**src/rtl/ftr_pkg.sv**
```systemverilog
package ftr_pkg;
  typedef enum logic {MODE_TRY = 1'b0, MODE_BLOW = 1'b1} ftr_mode_e;

  localparam logic [2:0] KEY_UP  = 3'd0;
  localparam logic [2:0] KEY_DN  = 3'd1;
  localparam logic [2:0] KEY_SYS = 3'd7;

  typedef struct packed {
    logic      act;
    logic [2:0] key;
    ftr_mode_e mode;
  } ftr_sess_t;
endpackage

```
**src/rtl/ftr_session.sv**
```systemverilog
module ftr_session
  import ftr_pkg::*;
#(
  parameter int unsigned TRIM_W = 6
) (
  input  logic              clk,
  input  logic              rst_n,
  input  logic              por_i,
  input  logic              sel_stb_i,
  input  logic [2:0]        key_i,
  input  logic              blow_mode_i,
  input  logic              step_stb_i,
  input  logic              locked_i,
  output ftr_sess_t         sess_o,
  output logic [TRIM_W-1:0] code_o
);
  localparam logic [TRIM_W-1:0] CODE_MAX = '1;

  function automatic logic [TRIM_W-1:0] sat_inc(input logic [TRIM_W-1:0] c);
    return (c == CODE_MAX) ? c : c + TRIM_W'(1);
  endfunction

  ftr_sess_t         sess_q;
  logic [TRIM_W-1:0] code_q;
  ftr_mode_e         mode_in;
  logic              key_known;
  logic              sel_ok;

  assign mode_in   = ftr_mode_e'(blow_mode_i);
  assign key_known = (key_i == KEY_UP) || (key_i == KEY_DN) || (key_i == KEY_SYS);
  assign sel_ok    = key_known && (!locked_i || (key_i == KEY_SYS && mode_in == MODE_TRY));

  always_ff @(posedge clk) begin
    if (!rst_n || por_i) begin
      sess_q <= '{act: 1'b0, key: 3'd0, mode: MODE_TRY};
      code_q <= '0;
    end else if (sel_stb_i) begin
      sess_q <= '{act: sel_ok, key: key_i, mode: mode_in};
      code_q <= (mode_in == MODE_BLOW) ? '0 : TRIM_W'(1);
    end else if (step_stb_i && sess_q.act) begin
      code_q <= sat_inc(code_q);
    end
  end

  assign sess_o = sess_q;
  assign code_o = code_q;


  locked_sel_chk: assert property (@(posedge clk) disable iff (!rst_n)
    (sel_stb_i && locked_i && !por_i && key_i != KEY_SYS) |=> !sess_q.act);


  code_mono_chk: assert property (@(posedge clk) disable iff (!rst_n)
    (!sel_stb_i && !por_i && sess_q.act) |=> (code_q >= $past(code_q)));
endmodule

```
**src/rtl/ftr_fuse_bank.sv**
```systemverilog
module ftr_fuse_bank
  import ftr_pkg::*;
#(
  parameter int unsigned TRIM_W   = 6,
  parameter int unsigned LOCK_BIT = 3
) (
  input  logic              clk,
  input  logic              rst_n,
  input  logic              por_i,
  input  logic              blow_stb_i,
  input  ftr_sess_t         sess_i,
  input  logic [TRIM_W-1:0] code_i,
  output logic [TRIM_W-1:0] fuse_o,
  output logic              locked_o,
  output logic              err_o
);
  localparam logic [TRIM_W-1:0] LOCK_ADDR = TRIM_W'(1) << LOCK_BIT;

  function automatic logic [TRIM_W-1:0] onehot_addr(input logic [TRIM_W-1:0] c);
    logic [TRIM_W-1:0] r;
    r = '0;
    for (int i = 0; i < TRIM_W; i++) r[i] = (c == TRIM_W'(i + 1));
    return r;
  endfunction

  logic [TRIM_W-1:0] fuse_q;
  logic              lock_q;
  logic              err_q;
  logic [TRIM_W-1:0] addr;
  logic              in_blow;
  logic              trim_hit;
  logic              lock_hit;
  logic              blow_ok;
  logic              blow_bad;

  assign addr     = onehot_addr(code_i);
  assign in_blow  = sess_i.act && sess_i.mode == MODE_BLOW;
  assign trim_hit = in_blow && sess_i.key == KEY_UP && (|addr);
  assign lock_hit = in_blow && sess_i.key == KEY_SYS && addr == LOCK_ADDR;
  assign blow_ok  = blow_stb_i && !lock_q && (trim_hit || lock_hit);
  assign blow_bad = blow_stb_i && !blow_ok;

  always_ff @(posedge clk) begin
    if (!rst_n) begin
      fuse_q <= '0;
      lock_q <= 1'b0;
    end else if (blow_ok) begin
      if (trim_hit) fuse_q <= fuse_q | addr;
      if (lock_hit) lock_q <= 1'b1;
    end
  end

  always_ff @(posedge clk) begin
    if (!rst_n || por_i) err_q <= 1'b0;
    else                 err_q <= blow_bad;
  end

  assign fuse_o   = fuse_q;
  assign locked_o = lock_q;
  assign err_o    = err_q;


  fuse_never_clear_chk: assert property (@(posedge clk) disable iff (!rst_n)
    1'b1 |=> ((~fuse_q & $past(fuse_q)) == '0));


  single_fuse_chk: assert property (@(posedge clk) disable iff (!rst_n)
    1'b1 |=> ($countones(fuse_q ^ $past(fuse_q)) <= 1));


  err_source_chk: assert property (@(posedge clk) disable iff (!rst_n)
    err_q |-> $past(blow_bad));


  lock_sticky_chk: assert property (@(posedge clk) disable iff (!rst_n)
    lock_q |=> lock_q);


  locked_no_blow_chk: assert property (@(posedge clk) disable iff (!rst_n)
    (blow_stb_i && lock_q && !por_i) |=> ($stable(fuse_q) && err_q));
endmodule

```
**src/rtl/ftr_trim_mux.sv**
```systemverilog
module ftr_trim_mux
  import ftr_pkg::*;
#(
  parameter int unsigned TRIM_W = 6,
  parameter int unsigned CHK_LO = 7,
  parameter int unsigned CHK_HI = 15
) (
  input  ftr_sess_t         sess_i,
  input  logic [TRIM_W-1:0] code_i,
  input  logic [TRIM_W-1:0] fuse_i,
  input  logic              margin_lo_i,
  input  logic              margin_hi_i,
  output logic [TRIM_W-1:0] trim_o,
  output logic              marg_o
);
  function automatic logic [TRIM_W-1:0] try_value(input logic [TRIM_W-1:0] c, input logic down);
    return down ? ~c : c;
  endfunction

  logic try_live;
  logic chk_live;

  assign try_live = sess_i.act && sess_i.mode == MODE_TRY &&
                    (sess_i.key == KEY_UP || sess_i.key == KEY_DN);
  assign chk_live = sess_i.act && sess_i.mode == MODE_TRY && sess_i.key == KEY_SYS;

  assign trim_o = try_live ? (fuse_i | try_value(code_i, sess_i.key == KEY_DN)) : fuse_i;
  assign marg_o = chk_live && ((code_i == TRIM_W'(CHK_LO) && margin_lo_i) ||
                               (code_i == TRIM_W'(CHK_HI) && margin_hi_i));


  always_comb begin
    marg_scope_chk: assert (!marg_o || chk_live);
  end
endmodule

```
**src/rtl/fuse_trim_reg.sv**
```systemverilog
module fuse_trim_reg
  import ftr_pkg::*;
#(
  parameter int unsigned TRIM_W   = 6,
  parameter int unsigned LOCK_BIT = 3,
  parameter int unsigned CHK_LO   = 7,
  parameter int unsigned CHK_HI   = 15
) (
  input  logic              clk,
  input  logic              rst_n,
  input  logic              por_i,
  input  logic              sel_stb_i,
  input  logic [2:0]        key_i,
  input  logic              blow_mode_i,
  input  logic              step_stb_i,
  input  logic              blow_stb_i,
  input  logic              margin_lo_i,
  input  logic              margin_hi_i,
  output logic [TRIM_W-1:0] trim_o,
  output logic              locked_o,
  output logic              err_o,
  output logic              marg_o
);
  ftr_sess_t         sess;
  logic [TRIM_W-1:0] code;
  logic [TRIM_W-1:0] fuse;
  logic              locked;

  ftr_session #(.TRIM_W(TRIM_W)) u_session (
    .clk(clk), .rst_n(rst_n), .por_i(por_i), .sel_stb_i(sel_stb_i), .key_i(key_i),
    .blow_mode_i(blow_mode_i), .step_stb_i(step_stb_i), .locked_i(locked),
    .sess_o(sess), .code_o(code));

  ftr_fuse_bank #(.TRIM_W(TRIM_W), .LOCK_BIT(LOCK_BIT)) u_fuses (
    .clk(clk), .rst_n(rst_n), .por_i(por_i), .blow_stb_i(blow_stb_i), .sess_i(sess),
    .code_i(code), .fuse_o(fuse), .locked_o(locked), .err_o(err_o));

  ftr_trim_mux #(.TRIM_W(TRIM_W), .CHK_LO(CHK_LO), .CHK_HI(CHK_HI)) u_mux (
    .sess_i(sess), .code_i(code), .fuse_i(fuse), .margin_lo_i(margin_lo_i),
    .margin_hi_i(margin_hi_i), .trim_o(trim_o), .marg_o(marg_o));

  assign locked_o = locked;


  blow_session_fuse_only_chk: assert property (@(posedge clk) disable iff (!rst_n)
    (sess.mode == MODE_BLOW) |-> (trim_o == fuse));
endmodule

```
**config.mk**
```make
export PLATFORM = sky130hd
export DESIGN_NAME = fuse_trim_reg
export DESIGN_NICKNAME = d
export VERILOG_FILES = /design/src/rtl/ftr_pkg.sv /design/src/rtl/ftr_session.sv /design/src/rtl/ftr_fuse_bank.sv /design/src/rtl/ftr_trim_mux.sv /design/src/rtl/fuse_trim_reg.sv
export SDC_FILE = /design/constraint.sdc
export NUM_CORES = 1
export LEC_CHECK = 0
export BUFFER_PORTS_ARGS = -buffer_cell sky130_fd_sc_hd__buf_2
export CAP_MARGIN = 0
export CORE_MARGIN = 2
export CORE_UTILIZATION = 40
export CTS_BUF_LIST = sky130_fd_sc_hd__clkbuf_4
export DETAILED_ROUTE_END_ITERATION = 12
export MAX_ROUTING_LAYER = met4
export PLACE_DENSITY = 0.68
export SLEW_MARGIN = 20
export SYNTH_ARGS = -nofsm -noshare
export SYNTH_HDL_FRONTEND = slang
export SYNTH_SLANG_ARGS = --single-unit
export TNS_END_PERCENT = 1
```
**constraint.sdc**
```tcl
create_clock -name clk -period 2.8 [get_ports clk]
set_input_delay 0.28 -clock clk [delete_from_list [all_inputs] [get_ports clk]]
set_output_delay 0.28 -clock clk [all_outputs]
set_load 0.005 [all_outputs]
```
==> flow_metrics.tcl, run 1 <==
set metrics [dict create \
    slew_violations 0 \
    synth_top_area_share_pct 36.7 \
    clock_path_buffers 2 \
    met3_length_um 73 \
    wl_met1_um 1050 \
    synth_flop_cell "dfxtp_1" \
    cp_slowest_cell "dfxtp_1" \
    synthCells 119 \
    switching_power_mw 0.114 \
    chipHeight_um 54.9 \
    tightest_slew_ps 739 \
    worstPathRequired_ps 2520 \
    initial_utilization_pct 42.2 \
    final_area_sq_um 1180 \
    h-tree-depth 1 \
    power_frac_clock_pct 32.4 \
    cp_max_fo 10 \
    grt_pass1_vias 835 \
    tns_ps 0 \
    drt_pass1_iterations 4 \
    cts_tree "yes" \
    setup_slack_ps 620 \
    seq_area_frac_synth_pct 36.7 \
    path_class "register to output port" \
    finalWirelength_um 2220 \
    path_delay_family "flip-flops" \
    finalNetCount 154 \
    yosysWarnings 0 \
    clockRootBuffer "clkbuf_4" \
    totalPowerFinal_mw 0.473 \
    cts_setup_buffers 0 \
    cp_cell_sequence "and3_1 -> nand2_1 -> nor4_1 -> buf_2" \
    syn_area_sq_um 1040 \
    seqCellArea_sq_um 380 \
    cts_resized 0 \
    place_ws_ps 1030 \
    ys_seq_elements 19 \
    reg2reg_slack_ps 1100 \
    area_growth_syn_to_layout_pct 13.9 \
    core_sq_um 2450 \
    drc 0 \
    synth_cell_type_count 36 \
    top_layer "met4" \
    drtAntennaViolNets 0 \
    rows 18 \
    die_w_um 54.9 \
    hold_buffers 0 \
    wl_met2_um 1050 \
    peakVddDrop_uv 275 \
    num_vias 902 \
    slowest_delay_ps 710 \
    viasPerCell 5.40 \
    hold_viol_final 0 \
    syn_nets 135 \
    relSlewSlack_pct 50.3 \
    drive_gt1_share_pct 20.4 \
    grt_use_total_pct 17.9 \
    cap_violations 0 \
    cts_made_buffers 3 \
    gp_congestion 0.811 \
    critPathBufInv 1 \
    die_area_sq_um 3010 \
    period_share_pct 77.9 \
    min-delay-path-class "input port to register" \
    rsz0062_at_grt "no" \
    dpl_cell_area_sq_um 1150 \
    p_int_mw 0.359 \
    power_leakage_nw 0.544 \
    multi_input_area_sq_um 617 \
    synthTopCellsByArea "dfxtp_1 (37%), xor2_1 (5.9%), mux2i_1 (5.8%)" \
    diodes 0 \
    wl_per_cell_um 13.3 \
    dp_hpwl_um 1690 \
    antenna_found_initial 0 \
    crit_arrival_ps 1900 \
    outcome "finished clean" \
    max_freq_mhz 459 \
    synth-async-reset-ratio_pct 0 \
    avgSynthCellArea_sq_um 8.71 \
    overflow 0 \
    clock_latency_ps 300 \
    switching_share_pct 24.1 \
    p_seq_share_pct 59.2 \
    fillers 252 \
    clock_skew_ps 1.38 \
    endpoint_kind "output port" \
    numPortBuffers 20 \
    setup_viol 0 \
    clk_pin_slew_worst_paths_ps 110 \
    grt_max_degree 14 \
    drt_first_iter_violations 35 \
    synth_common_cells "dfxtp_1 (19), nand2_1 (12), nor2_1 (11)" \
    cts.sinks 19 \
    synth_top_cell_by_area "dfxtp_1" \
    p_per_area_nw_per_um2 401 \
    boundaryPins 21 \
    grt_pass1_wl_um 3760 \
    final.min_clock_period_ps 2180 \
    combPwrFrac_pct 8.3 \
    yosysMostFrequentCell "dfxtp_1" \
    synth-edff-count 0 \
    cp-start-kind "register" \
]
## sequential cells by signal, indices dropped and copies added (netlist names)
signal	flops
u_fuses.fuse_o	6
u_session.code_o	6
u_fuses.err_o	1
u_session.sess_o	5
u_fuses.locked_o	1
## power by group through the flow
| stage | Clock [mW] | Combinational (mW) | Sequential, mW |
|---|---|---|---|
| 3_3_place_gp | 0 | 0.0394 | 0.286 |
| 4_1_cts | 0.157 | 0.0400 | 0.280 |
| 2_1_floorplan | 0 | 0.0279 | 0.283 |
| 3_5_place_dp | 0 | 0.0398 | 0.286 |
| 5_1_grt | 0.169 | 0.0445 | 0.281 |
| 6_report | 0.153 | 0.0394 | 0.280 |
## path summary, 6_finish.rpt
check | start | to | depth (start not counted)
setup / recovery | u_session.sess_o[1] | marg_o | 4
hold / removal | blow_stb_i | u_fuses.err_o | 2
setup reg to reg | u_session.code_o[5] | u_fuses.fuse_o[4] | 4
hold reg to reg | u_fuses.fuse_o[2] | u_fuses.fuse_o[2] | 2
## layout make-up
cell class	count	area share, %
Clock buffer	4	2.55
Timing Repair Buffer	20	8.48
Tap cell	30	3.18
Sequential cell	19	32.2
Inverter	4	1.27
Multi-Input combinational cell	90	52.3
## cell families (layout without fill, tap and decap cells)
logic type	count (synthesis)	in the layout	synth area share, %
flops	19	19	36.7
fa+ha+maj	4	4	4.83
compound gates	24	24	15.7
simple gates	48	48	26.4
xor+xnor	8	8	6.76
mux	6	6	5.80
buf+inv	10	28	3.74
## routing by layer
layer | track usage (%) | up-vias
li1 | - | 452
met1 | 22.3 | 428
met2 | 28.6 | 17
met3 | 3.23 | 5
met4 | 7.32 | 0
met5 | - | -
## stage by stage
stage / std cells / util [%] / hold slack [ps]
finish: 167 / 48.1 / 233
global route: 167 / 48.1 / 220
CTS: 167 / 48.1 / 230
detailed placement: 163 / 46.8 / 440
global placement: 163 / 46.8 / 436
floorplan: 119 / - / 425
## cell usage in the layout, fill, tap and decap left out, types with 2 or more instances in the layout
| cell | n |
|---|---|
| nand2b_1 | 2 |
| mux2i_1 | 6 |
| ha_1 | 4 |
| o21a_1 | 2 |
| nor3b_1 | 2 |
| a21oi_1 | 4 |
| o211ai_1 | 2 |
| a21o_1 | 6 |
| nor3_1 | 2 |
| a31oi_1 | 3 |
| xor2_1 | 7 |
| buf_2 | 20 |
| nand4_1 | 2 |
| and3_1 | 3 |
| nand3_1 | 2 |
| inv_1 | 4 |
| nand2_1 | 12 |
| clkbuf_4 | 4 |
| nor2_1 | 11 |
| o21ai_1 | 3 |
| nor2b_1 | 3 |
| dfxtp_1 | 19 |
Note: power is estimated with default switching activity, not from simulation.
==> inputs of run 2 (changes only) <==
ABC_AREA = 1   (was not set)
PLACE_DENSITY = 0.7   (was 0.68)
clock period = 1.9 ns   (was 2.8 ns; I/O delays follow)
==> run 2 against run 1 <==
Die area is 9.9% higher. Sequential cell count stayed put. Clock-buffer cell count did not move. Setup slack got worse by 490 ps. Non-clock buffer count did not move. Power grew 47%. Final cell count grew 26%. Register-to-register slack got worse by 630 ps. Sequential share of layout area fell by 3.0 points. Critical path type unchanged. Critical endpoint unchanged. Largest cell class unchanged. Highest routed layer unchanged.
==> flow_metrics.tcl, run 2 <==
set metrics [dict create \
    fin_util_pct 47.7 \
    synth_cell_type_count 29 \
    ys_seq_elements 19 \
    p_seq_share_pct 59.1 \
    overflow 0 \
    viasPerCell 5.12 \
    slowest_delay_ps 420 \
    die_area_sq_um 3310 \
    synthCells 158 \
    cts_tree "yes" \
    num_vias 1080 \
    path_class "register to output port" \
    final_cell_count_no_fill 211 \
    synth_compound_gate_area_share_pct 18.4 \
    setup_viol 0 \
    numPortBuffers 20 \
    dpl_cell_area_sq_um 1270 \
    max_freq_mhz 565 \
    drtAntennaViolNets 0 \
    combPwrFrac_pct 8.6 \
    cp_cell_sequence "ha_1 -> nand2_1 -> inv_2 -> o211ai_1 -> nor4_1 -> buf_2" \
    tightest_slew_ps 486 \
    grt_use_total_pct 17.5 \
    synthMuxAreaShare_pct 0 \
    worstPathRequired_ps 1710 \
    area_growth_syn_to_layout_pct 13.7 \
    seq_area_frac_synth_pct 33.2 \
    drt_pass1_iterations 4 \
    rsz0062_at_grt "no" \
    p_per_area_nw_per_um2 533 \
    power_leakage_nw 0.585 \
    finalWirelength_um 2550 \
    grt_util_met3_pct 3.63 \
    core_sq_um 2730 \
    cp_slowest_cell "dfxtp_1" \
    path_delay_family "flip-flops" \
    cts.sinks 19 \
    hold_buffers 0 \
    cp_max_fo 5 \
    totalPowerFinal_mw 0.696 \
    chipHeight_um 57.6 \
    synth_top_cell_by_area "dfxtp_1" \
    synth_top_family_by_area "simple AND/OR/NAND/NOR gates" \
    crit_arrival_ps 1580 \
    antenna_found_initial 0 \
    min-delay-path-class "input port to register" \
    yosysWarnings 0 \
    peakVddDrop_uv 426 \
    gp_congestion 0.832 \
    tns_ps 0 \
    drc 0 \
    initial_utilization_pct 42.0 \
    relSlewSlack_pct 67.6 \
    avgSynthCellArea_sq_um 7.26 \
    setup_slack_ps 129 \
    outcome "finished clean" \
    rows 19 \
    period_share_pct 93.2 \
    top_usage_layer "met2" \
    final_cell_mix "inv_1 (27), nand2_1 (24), buf_2 (20)" \
    clock_skew_ps 3.21 \
    synth_common_cells "inv_1 (27), nand2_1 (24), dfxtp_1 (19)" \
    layout_commonest_cell "inv_1" \
    die_w_um 57.6 \
    fillers 277 \
    yosys.area_share.adder_pct 4.36 \
    synth-async-reset-ratio_pct 0 \
    boundaryPins 21 \
    clock_path_buffers 2 \
    grt_max_degree 15 \
    critPathBufInv 2 \
    drt_first_iter_violations 30 \
    grt_pass1_vias 1045 \
    synthTopCellsByArea "dfxtp_1 (33%), inv_1 (8.8%), nand2_1 (7.9%)" \
    synthSimpleGateAreaFrac_pct 32.5 \
    switching_share_pct 24.6 \
    cap_violations 0 \
    finalNetCount 197 \
    syn_nets 174 \
    hold_viol_final 0 \
    h-tree-depth 1 \
    power_frac_clock_pct 32.3 \
    clock_latency_ps 300 \
    synth_xor_area_share_pct 0 \
    wl_per_cell_um 12.1 \
    drive_gt1_share_pct 26.7 \
    clockRootBuffer "clkbuf_4" \
    grt_pass1_wl_um 4490 \
    synth-edff-count 0 \
    cts_made_buffers 3 \
    place_inst 207 \
    clk_pin_slew_worst_paths_ps 110 \
    grtUsageMet1_pct 19.5 \
    slew_violations 0 \
    use_met2_pct 32.6 \
    endpoint_kind "output port" \
    p_int_mw 0.524 \
    yosysMostFrequentCell "inv_1" \
    synth_flop_cell "dfxtp_1" \
    syn_area_sq_um 1150 \
    final_area_sq_um 1310 \
    place_ws_ps 434 \
    diodes 0 \
    switching_power_mw 0.171 \
    synth_top_area_share_pct 33.2 \
    final.min_clock_period_ps 1770 \
    dp_hpwl_um 2070 \
    hold_ws_ps 170 \
    cp-start-kind "register" \
]
[run 2: changes by cell type in the layout (fill, tap and decap cells not counted), sizes merged, moves of 7 or more]
cell / previous run / this run
xor2: 7 / 0
a21oi: 4 / 14
nand2: 12 / 26
nor2: 11 / 23
inv: 4 / 32
[run 2: worst paths after layout]
kind | from | to | slack [ps] | depth (start not counted)
max | u_session.code_o[1] | marg_o | 130 | 6
max reg2reg | u_session.code_o[0] | u_session.code_o[5] | 470 | 9
min reg2reg | u_fuses.fuse_o[5] | u_fuses.fuse_o[5] | 470 | 2
min | por_i | u_session.code_o[0] | 170 | 4
[run 2: worst min-delay path, delay by kind of cell]
family,cells,cell delay [ps]
AOI/OAI and AO/OA,1,40
buffers and inverters,1,100
and+or+nand+nor,2,110
[run 2: logic make-up after synthesis]
kind of cell	after synthesis
buf+inv	34
flops	19
compound gates	32
fa+ha+maj	4
simple gates	69
[run 2: power by group through the flow]
stage                     clock network [mW]  logic [mW]  registers (mW)
after floorplan                            0      0.0386           0.417
after global placement                     0      0.0588           0.420
after detailed placement                   0      0.0603           0.420
after CTS                              0.227      0.0605           0.411
after global routing                   0.245      0.0685           0.412
final                                  0.224      0.0600           0.411
[run 2: layout make-up]
cell class,instances,area [sq um],share of cell area [%]
Timing Repair Buffer,20,100,7.67
Multi-Input combinational cell,105,634,48.6
Inverter,32,120,9.20
Tap cell,31,38.8,2.97
Sequential cell,19,382,29.2
Clock buffer,4,30.0,2.30
[run 2: timing repair]
item	in CTS	in global routing
endpoints found under the setup margin	0	1
gates resized for setup	0	1
buffers inserted	0	0
hold endpoints to repair	0	0
[run 2: metal layers]
| layer | vias to the layer above | share of wire [%] |
|---|---|---|
| li1 | 559 | - |
| met1 | 500 | 43 |
| met2 | 19 | 52 |
| met3 | 2 | 4.9 |
| met4 | 0 | 0.43 |
| met5 | - | 0 |
